## src/rtl/fts_pkg.sv

```systemverilog
`timescale 1ns/1ps
package fts_pkg;
  localparam int BURST_LEN = 4;
  localparam int BURST_W   = $clog2(BURST_LEN);

  typedef enum logic {
    ORD_INTERLEAVE = 1'b0,
    ORD_LINEAR     = 1'b1
  } burst_order_e;

  // Low address bits for step n of a burst that began at low bits s
  function automatic logic [BURST_W-1:0] burst_lo(
    input logic [BURST_W-1:0] s,
    input logic [BURST_W-1:0] n,
    input burst_order_e       ord
  );
    return (ord == ORD_LINEAR) ? BURST_W'(s + n) : (s ^ n);
  endfunction
endpackage

```

## src/rtl/fts_burst_gen.sv

```systemverilog
`timescale 1ns/1ps
// Decides, for the coming edge, whether an operation enters the data
// phase and at which address; keeps the burst context between edges.
module fts_burst_gen
  import fts_pkg::*;
#(
  parameter int ADDR_W = 6
) (
  input  logic              clk,
  input  logic              rst_n,
  input  logic              step,
  input  logic              load_n,
  input  logic              sel_ok,
  input  logic              wr_n,
  input  logic              order_lin,
  input  logic [ADDR_W-1:0] addr,
  output logic              nx_valid,
  output logic              nx_wr,
  output logic [ADDR_W-1:0] nx_addr
);
  localparam int HI_W = ADDR_W - BURST_W;

  logic               act_q;
  logic               wr_q;
  burst_order_e       ord_q;
  logic [ADDR_W-1:0]  base_q;
  logic [BURST_W-1:0] cnt_q;
  logic [BURST_W-1:0] cnt_nx;
  logic               start;
  logic               advance;
  burst_order_e       ord_in;
  logic [HI_W-1:0]    base_hi;

  assign ord_in  = order_lin ? ORD_LINEAR : ORD_INTERLEAVE;
  assign base_hi = base_q[ADDR_W-1:BURST_W];

  always_comb begin
    start    = !load_n && sel_ok;
    advance  = load_n && act_q;
    cnt_nx   = cnt_q + 1'b1;
    nx_valid = start || advance;
    nx_wr    = start ? !wr_n : wr_q;
    nx_addr  = start ? addr
                     : {base_hi, burst_lo(base_q[BURST_W-1:0], cnt_nx, ord_q)};
  end

  always_ff @(posedge clk or negedge rst_n) begin
    if (!rst_n) begin
      act_q  <= 1'b0;
      wr_q   <= 1'b0;
      ord_q  <= ORD_LINEAR;
      base_q <= '0;
      cnt_q  <= '0;
    end else if (step) begin               // nothing moves while held
      if (start) begin
        act_q  <= 1'b1;
        wr_q   <= !wr_n;
        ord_q  <= ord_in;
        base_q <= addr;
        cnt_q  <= '0;
      end else if (!load_n) begin
        act_q  <= 1'b0;                    // deselect ends the burst
      end else if (act_q) begin
        cnt_q  <= cnt_nx;
      end
    end
  end
endmodule

```

## src/rtl/fts_op_stage.sv

```systemverilog
`timescale 1ns/1ps
// Single data-phase register shared by reads and writes.
module fts_op_stage #(
  parameter int ADDR_W = 6,
  parameter int LANES  = 4
) (
  input  logic              clk,
  input  logic              rst_n,
  input  logic              step,
  input  logic              nx_valid,
  input  logic              nx_wr,
  input  logic [ADDR_W-1:0] nx_addr,
  input  logic [LANES-1:0]  byte_we_n,
  output logic              stg_valid,
  output logic              stg_wr,
  output logic [ADDR_W-1:0] stg_addr,
  output logic [LANES-1:0]  stg_lanes
);
  always_ff @(posedge clk or negedge rst_n) begin
    if (!rst_n) begin
      stg_valid <= 1'b0;
      stg_wr    <= 1'b0;
      stg_addr  <= '0;
      stg_lanes <= '0;
    end else if (step) begin
      stg_valid <= nx_valid;
      stg_wr    <= nx_wr;
      stg_addr  <= nx_addr;
      stg_lanes <= ~byte_we_n;             // lanes captured with address
    end
  end
endmodule

```

## src/rtl/fts_byte_array.sv

```systemverilog
`timescale 1ns/1ps
// Word array split into independently written byte lanes, with a
// combinational read port for flow-through output.
module fts_byte_array #(
  parameter int ADDR_W = 6,
  parameter int LANES  = 4,
  parameter int LANE_W = 8
) (
  input  logic                    clk,
  input  logic                    wr_en,
  input  logic [LANES-1:0]        lane_en,
  input  logic [ADDR_W-1:0]       waddr,
  input  logic [LANES*LANE_W-1:0] wdata,
  input  logic [ADDR_W-1:0]       raddr,
  output logic [LANES*LANE_W-1:0] rdata
);
  localparam int DEPTH = 1 << ADDR_W;

  for (genvar g = 0; g < LANES; g++) begin : g_lane
    logic [LANE_W-1:0] bank [DEPTH];

    always_ff @(posedge clk) begin
      if (wr_en && lane_en[g]) begin
        bank[waddr] <= wdata[g*LANE_W +: LANE_W];
      end
    end

    assign rdata[g*LANE_W +: LANE_W] = bank[raddr];
  end
endmodule

```

## src/rtl/flowthru_sram.sv

```systemverilog
`timescale 1ns/1ps
// Flow-through synchronous SRAM with no read/write turnaround cycles.
// The address phase is at edge k, the data phase is in the cycle after k,
// and write data commits at edge k+1.
module flowthru_sram #(
  parameter int ADDR_W = 6,
  parameter int LANES  = 4,
  parameter int LANE_W = 8
) (
  input  logic                    clk,
  input  logic                    rst_n,
  input  logic                    clk_hold,
  input  logic                    en_a_n,
  input  logic                    en_b,
  input  logic                    en_c_n,
  input  logic                    load_n,
  input  logic                    wr_n,
  input  logic [LANES-1:0]        byte_we_n,
  input  logic                    order_lin,
  input  logic [ADDR_W-1:0]       addr,
  input  logic                    oe_n,
  input  logic [LANES*LANE_W-1:0] dq_in,
  output logic [LANES*LANE_W-1:0] dq_out,
  output logic                    dq_oe
);
  localparam int DW = LANES * LANE_W;

  logic              step;
  logic              sel_ok;
  logic              nx_valid;
  logic              nx_wr;
  logic [ADDR_W-1:0] nx_addr;
  logic              stg_valid;
  logic              stg_wr;
  logic [ADDR_W-1:0] stg_addr;
  logic [LANES-1:0]  stg_lanes;
  logic              commit;
  logic              rd_phase;
  logic [DW-1:0]     rdata;

  assign step   = !clk_hold;
  assign sel_ok = !en_a_n && en_b && !en_c_n;

  fts_burst_gen #(.ADDR_W(ADDR_W)) u_burst (
    .clk       (clk),
    .rst_n     (rst_n),
    .step      (step),
    .load_n    (load_n),
    .sel_ok    (sel_ok),
    .wr_n      (wr_n),
    .order_lin (order_lin),
    .addr      (addr),
    .nx_valid  (nx_valid),
    .nx_wr     (nx_wr),
    .nx_addr   (nx_addr)
  );

  fts_op_stage #(.ADDR_W(ADDR_W), .LANES(LANES)) u_stage (
    .clk       (clk),
    .rst_n     (rst_n),
    .step      (step),
    .nx_valid  (nx_valid),
    .nx_wr     (nx_wr),
    .nx_addr   (nx_addr),
    .byte_we_n (byte_we_n),
    .stg_valid (stg_valid),
    .stg_wr    (stg_wr),
    .stg_addr  (stg_addr),
    .stg_lanes (stg_lanes)
  );

  // the pending write commits at the next unheld edge, whatever
  // the control inputs at that edge say.
  assign commit = step && stg_valid && stg_wr;

  fts_byte_array #(.ADDR_W(ADDR_W), .LANES(LANES), .LANE_W(LANE_W)) u_array (
    .clk     (clk),
    .wr_en   (commit),
    .lane_en (stg_lanes),
    .waddr   (stg_addr),
    .wdata   (dq_in),
    .raddr   (stg_addr),
    .rdata   (rdata)
  );

  // drive only in a read data phase, gated asynchronously.
  assign rd_phase = stg_valid && !stg_wr;
  assign dq_out   = rd_phase ? rdata : '0;
  assign dq_oe    = rd_phase && !oe_n;
endmodule

```

## config.mk

```make
export PLATFORM = sky130hd
export DESIGN_NAME = flowthru_sram
export DESIGN_NICKNAME = d
export VERILOG_FILES = /design/src/rtl/fts_pkg.sv /design/src/rtl/fts_burst_gen.sv /design/src/rtl/fts_op_stage.sv /design/src/rtl/fts_byte_array.sv /design/src/rtl/flowthru_sram.sv
export SDC_FILE = /design/constraint.sdc
export NUM_CORES = 2
export LEC_CHECK = 0
export BUFFER_PORTS_ARGS = -buffer_cell sky130_fd_sc_hd__buf_2
export CORE_MARGIN = 3
export CORE_UTILIZATION = 24
export CTS_CLUSTER_DIAMETER = 200
export CTS_CLUSTER_SIZE = 24
export DETAILED_ROUTE_END_ITERATION = 12
export PLACE_DENSITY = 0.47
export SYNTH_ARGS = -nofsm -noshare
export SYNTH_HDL_FRONTEND = slang
export SYNTH_SLANG_ARGS = --single-unit
```

## constraint.sdc

```tcl
create_clock -name clk -period 3.5 [get_ports clk]
set_input_delay 0.175 -clock clk [delete_from_list [all_inputs] [get_ports clk]]
set_output_delay 0.175 -clock clk [all_outputs]
set_load 0.01 [all_outputs]
```

---- Word-level counts from Yosys, hierarchy flattened ----
Memories as Yosys holds them, arrays and structs flattened.
Index checks and enable logic that the tools add are counted.
storage, ports and cells
  input bits .............................. 52
  memory bits (writable) .................. 2048
  output and inout port bits .............. 33
  memories kept ........................... 4
  flip-flop bits (word level) ............. 22
operators by class
  reduce and logical (&&, ||, !) cells .... 25
  bitwise gates (word level) .............. 3
  $add $sub $neg .......................... 2
  mux-type cells .......................... 18
  eq/ne operators ......................... 1
memory list
  name                    depth  bits a word  read ports  clocked after Yosys merged registers in  wr ports  line                  source
  u_array.g_lane[0].bank  64     8            1           0                                        1         fts_byte_array.sv:20  logic [LANE_W-1:0] bank [DEPTH];
  u_array.g_lane[1].bank  64     8            1           0                                        1         fts_byte_array.sv:20
  u_array.g_lane[2].bank  64     8            1           0                                        1         fts_byte_array.sv:20
  u_array.g_lane[3].bank  64     8            1           0                                        1         fts_byte_array.sv:20
operators with widths
  kind                                                                     count
  32-bit 2-to-1 mux                                                        1
  1-bit logical AND                                                        12
  1-bit 2-to-1 mux                                                         12
  2-bit 2-to-1 mux                                                         4
  1-bit logical NOT                                                        7
  6-bit 2-to-1 mux                                                         1
  4-bit NOT                                                                1
  2-bit AND reduction                                                      2
  2-bit nonzero test                                                       2
  3-bit AND reduction                                                      1
  2-bit by 1-bit adder with 2-bit output, second input constant            1
  2-bit adder                                                              1
  2-bit by 1-bit inequality test with 1-bit output, second input constant  1
  2-bit bitwise XOR                                                        1
  1-bit logical OR                                                         1
  1-bit NOT                                                                1

---- Depth between registers and ports, before layout ----
  depth in word-level cells ............... 6
  gate-level depth with buffers ........... 11
  gate-level depth less buffers ........... 7

---- Modules after synthesis ----
From an unflattened synthesis, not the netlist that was laid out.
second synthesis, totals
  cell total of the unflattened synthesis .. 3695
  area, all modules ....................... 80071.8 um^2
by module, submodules not included
  module          instances  area each (um^2)  cells each
  fts_byte_array  1          78650.4           3575
  fts_burst_gen   1          596.8             49
  fts_op_stage    1          470.5             29
  flowthru_sram   1          354.1             42

---- Worst setup path after synthesis ----
No wires, ideal clock.
  path kind ............................... register -> register
  from .................................... reg u_stage.stg_addr[1]
  to ...................................... mem u_array.g_lane[2].bank[13][0] (enable)
  required time ........................... 3.130 ns
  setup time .............................. 0.370 ns
  arrival time ............................ 2.120 ns
  cell stages (with the launch flop) ...... 9
  setup slack ............................. 1.009 ns
  cells stage by stage .................... dfrtp_1 -> buf_6 -> buf_6 -> nand2b_1 -> clkbuf_1 -> clkbuf_1 -> nor2_1 -> nand3_1 -> nor2_1
RTL lines
  item                      line                  source
  start: declaration        fts_op_stage.sv:16    output logic [ADDR_W-1:0] stg_addr,
  start signal: assignment  fts_op_stage.sv:28    stg_addr <= nx_addr;
  end: declaration          fts_byte_array.sv:20
No word-level cell before the write port.

---- Worst setup path after layout ----
  from .................................... reg u_stage.stg_addr[1]
  to ...................................... out dq_out[13]
on the way
  longest elaborated chain between the ends .. 2
RTL lines
  item                    line                 source
  memory read 64 x 8 bit  n/a
  32-bit 2-to-1 mux       flowthru_sram.sv:88  assign dq_out = rd_phase ? rdata : '0;
  end: declaration        flowthru_sram.sv:23  output logic [LANES*LANE_W-1:0] dq_out,
Every way passes these cells.

==> flow_summary.yaml <==
run_status:
  status: "complete, but fails checks"
  violations: "max-slew violations, negative setup slack"
final_layout:
  final_layout_size_suffix_gt1_frac: 0.2663
  nNetsFinal: 5463
  stdcell_area_um2: 98270
  fin_util: 0.2973
  area_growth_pct: 23.19
die:
  fp.dieArea_um2: 339300
  die_height_um: 582.5
  ios: 85
  core_area_um2: 330500
  start_util: 0.2413
  die_w_um: 582.5
  num_rows: 211
logic_synthesis:
  synth_commonest_cells: "2048 x edfxtp_1, 345 x a22oi_1, 341 x nor2_1, 239 x a221oi_1, 233 x mux2i_1"
  synth_seq_cells: 2070
  synth_edf_count: 2048
  synth_most_common_cell: "edfxtp_1"
  synth_nets: 4778
  synth_area_leader_cell: "edfxtp_1"
  syn-mean-instance-area_um2: 16.88
  synthesis.area_um2: 79770
  async_flop_share: 0.01063
  synthCells: 4725
  synth_top_cell_area_share: 0.7710
  synth_seq_area_share: 0.7779
  ys_types: 68
  yosys_warnings: 0
  dominantRegCellSynth: "edfxtp_1"
  synthTopCellsByArea: "edfxtp_1 77%, a22oi_1 3.2%, mux2i_1 2.9%, a221oi_1 2.6%, nor2_1 1.6%"
critical_path:
  path_delay_family: "buffers and inverters"
  cp_common_cell: "buf_12"
  path_buf_inv: 7
  cpPeakStageDelay_ps: 520
  crit_type: "reg2out"
  endpoint_kind: "primary output"
  crit_path_max_fanout: 7
  crit_slowest_cell: "dfrtp_4"
  worstPathRequired_ps: 3320
  startpoint_type: "flip-flop"
  cp_cell_sequence: "buf_12, buf_16, and3b_4, buf_12, buf_12, a222oi_1, o21ai_1, buf_4, a22oi_2, a31oi_4, buf_6, buf_6"
  crit_arrival_ps: 3720
global_routing:
  grt_pass1_vias: 48240
  antenna_found_initial: 27
  gr-total-overflow: 0
  grt_max_degree: 68
  grt_util_all_layers: 0.1742
  grt_first_pass_wirelength_mm: 414.9
drt:
  num_vias: 50440
  avgViaCountPerCell: 5.137
  drt_pass1_iterations: 6
  drt_wl_total_mm: 312.2
  drt_iter0_drc: 6426
  ant_nets: 0
  drc: 0
  routedWlPerCell_um: 31.79
timing:
  finalWorstPathRequiredPeriod_ps: 3899
  max-slew-margin-rel: -0.005183
  rsz0062_at_grt: "yes"
  hold_viol: 0
  fmax_mhz: 256.5
  finalMaxSlewViolations: 8
  period_share: 1.114
  fin_ws_ps: -398.5
  setup_viol: 32
  tns_ps: -8352
  worstMarginPinSlew_ps: 1508
  skew_ps: 51.72
min_path:
  hold_class: "in2reg"
clock_tree:
  clk_path_buf_depth: 3
  numCtsBuffers: 96
  root_buffer: "clkbuf_16"
  cts-htree-levels: 3
  cts_sinks: 2070
  path_clk_slew_ps: 110
  insertion_delay_ps: 800
  cts_tree: "built"
place:
  io_buffers: 84
  dpl.hpwl_mm: 200.7
  place_area_um2: 90630
  gp_congestion: 0.8804
run:
  drv_cap: 0
power:
  ir_worst_vdd_mv: 0.5505
  p_leak_nw: 30.33
  p_per_area_nw_per_um2: 612.6
-- logic make-up (layout without fill, tap and decap cells) --
kind of cell,count (synthesis),after routing,share of synthesized area
compound gates,1281,1281,0.1180
xor+xnor,3,3,0.0003295
fa+ha+maj,1,1,0.0001568
buf+inv,376,1089,0.02089
flops,2070,2070,0.7779
mux,342,342,0.04646
other cells,0,12,0
simple gates,652,655,0.03627
-- worst paths after layout --
check | to | slack [ps] | cells after the start | from
max | dq_out[13] | -400 | 12 | u_stage.stg_addr[1]
min | u_array.g_lane[0].bank[38][3] | 60 | 1 | dq_in[3]
max reg2reg | u_array.g_lane[3].bank[51][6] | 360 | 8 | u_stage.stg_addr[2]
min reg2reg | u_burst.base_q[5] | 520 | 1 | u_burst.base_q[5]
max in group asynchronous | u_burst.act_q | 2730 | 4 | rst_n
min in group asynchronous | u_stage.stg_addr[0] | 540 | 4 | rst_n
-- where the power goes --
| part | leakage, nW | switching (mW) | internal [mW] | total [mW] |
|---|---|---|---|---|
| clock | 1.27 | 7.78 | 5.17 | 12.9 |
| combinational | 10.4 | 12.3 | 7.63 | 19.9 |
| sequential | 18.7 | 0.0815 | 27.3 | 27.4 |
-- state kept, by name, indices dropped and copies added, names as in the netlist --
register	count
u_burst.base_q	6
u_burst.cnt_q	2
u_stage.stg_addr	6
u_array.g_lane.bank	2048
u_stage.stg_wr	1
u_stage.stg_lanes	4
u_burst.act_q	1
u_burst.ord_q	1
u_stage.stg_valid	1
-- per-layer routing --
| metal | up-vias | track usage | share of wire |
|---|---|---|---|
| li1 | 20710 | - | - |
| met1 | 26780 | 0.2344 | 0.41 |
| met2 | 2506 | 0.2804 | 0.46 |
| met3 | 435 | 0.03118 | 0.083 |
| met4 | 18 | 0.06382 | 0.046 |
| met5 | - | 0 | 0.00037 |
-- per-stage QoR --
step / worst slack [ps] / power (mW) / hold WS (ps) / cells
after floorplan: 1009 / 35.49 / -120.6 / 4725
after global placement: -790.8 / 43.33 / 275.2 / 9505
after detailed placement: -747.2 / 43.32 / 285.8 / 9506
after CTS: -429.8 / 58.75 / 13.97 / 9753
after global routing: -440.1 / 61.75 / 45.80 / 9813
final: -398.5 / 60.20 / 60.77 / 9819
-- cells in the final DEF (no fill, tap or decap), drive strengths merged, types with 19 or more instances in the layout --
master       synthesis  final
o21ai              102    102
a221o               26     26
a221oi             240    240
edfxtp            2048   2048
a222oi              27     27
nor3                81     81
nand2              102    102
a31oi               81     81
o22ai              145    145
mux2i              233    233
a211oi              28     28
nor2               345    345
dfrtp               21     21
a22oi              345    345
a22o                33     33
and2                16     19
mux2                96     96
nand3               19     19
o22a                28     28
dlygate4sd3          0     32
buf                179    902
nor4                26     26
a21oi              118    118
clkbuf             192    139
-- timing repair --
item                                    4_1_cts  5_1_grt
cloned                                       23       12
gates resized for setup                     388      179
pin swaps                                    78       78
buffers inserted                             69       45
hold buffers                                 33        0
hold endpoints to repair                    227        0
endpoints found under the setup margin       32       32
-- cell type report --
cell class | instances | area, um^2
Sequential cell | 2070 | 62060
Fill cell | 32740 | 232300
Inverter | 5 | 36.28
Antenna cell | 12 | 30.03
Multi-Input combinational cell | 2282 | 18230
Clock inverter | 3 | 56.30
Clock buffer | 126 | 2557
Timing Repair Buffer | 955 | 9828
Tap cell | 4366 | 5463
Note: power is estimated with default switching activity, not from simulation.
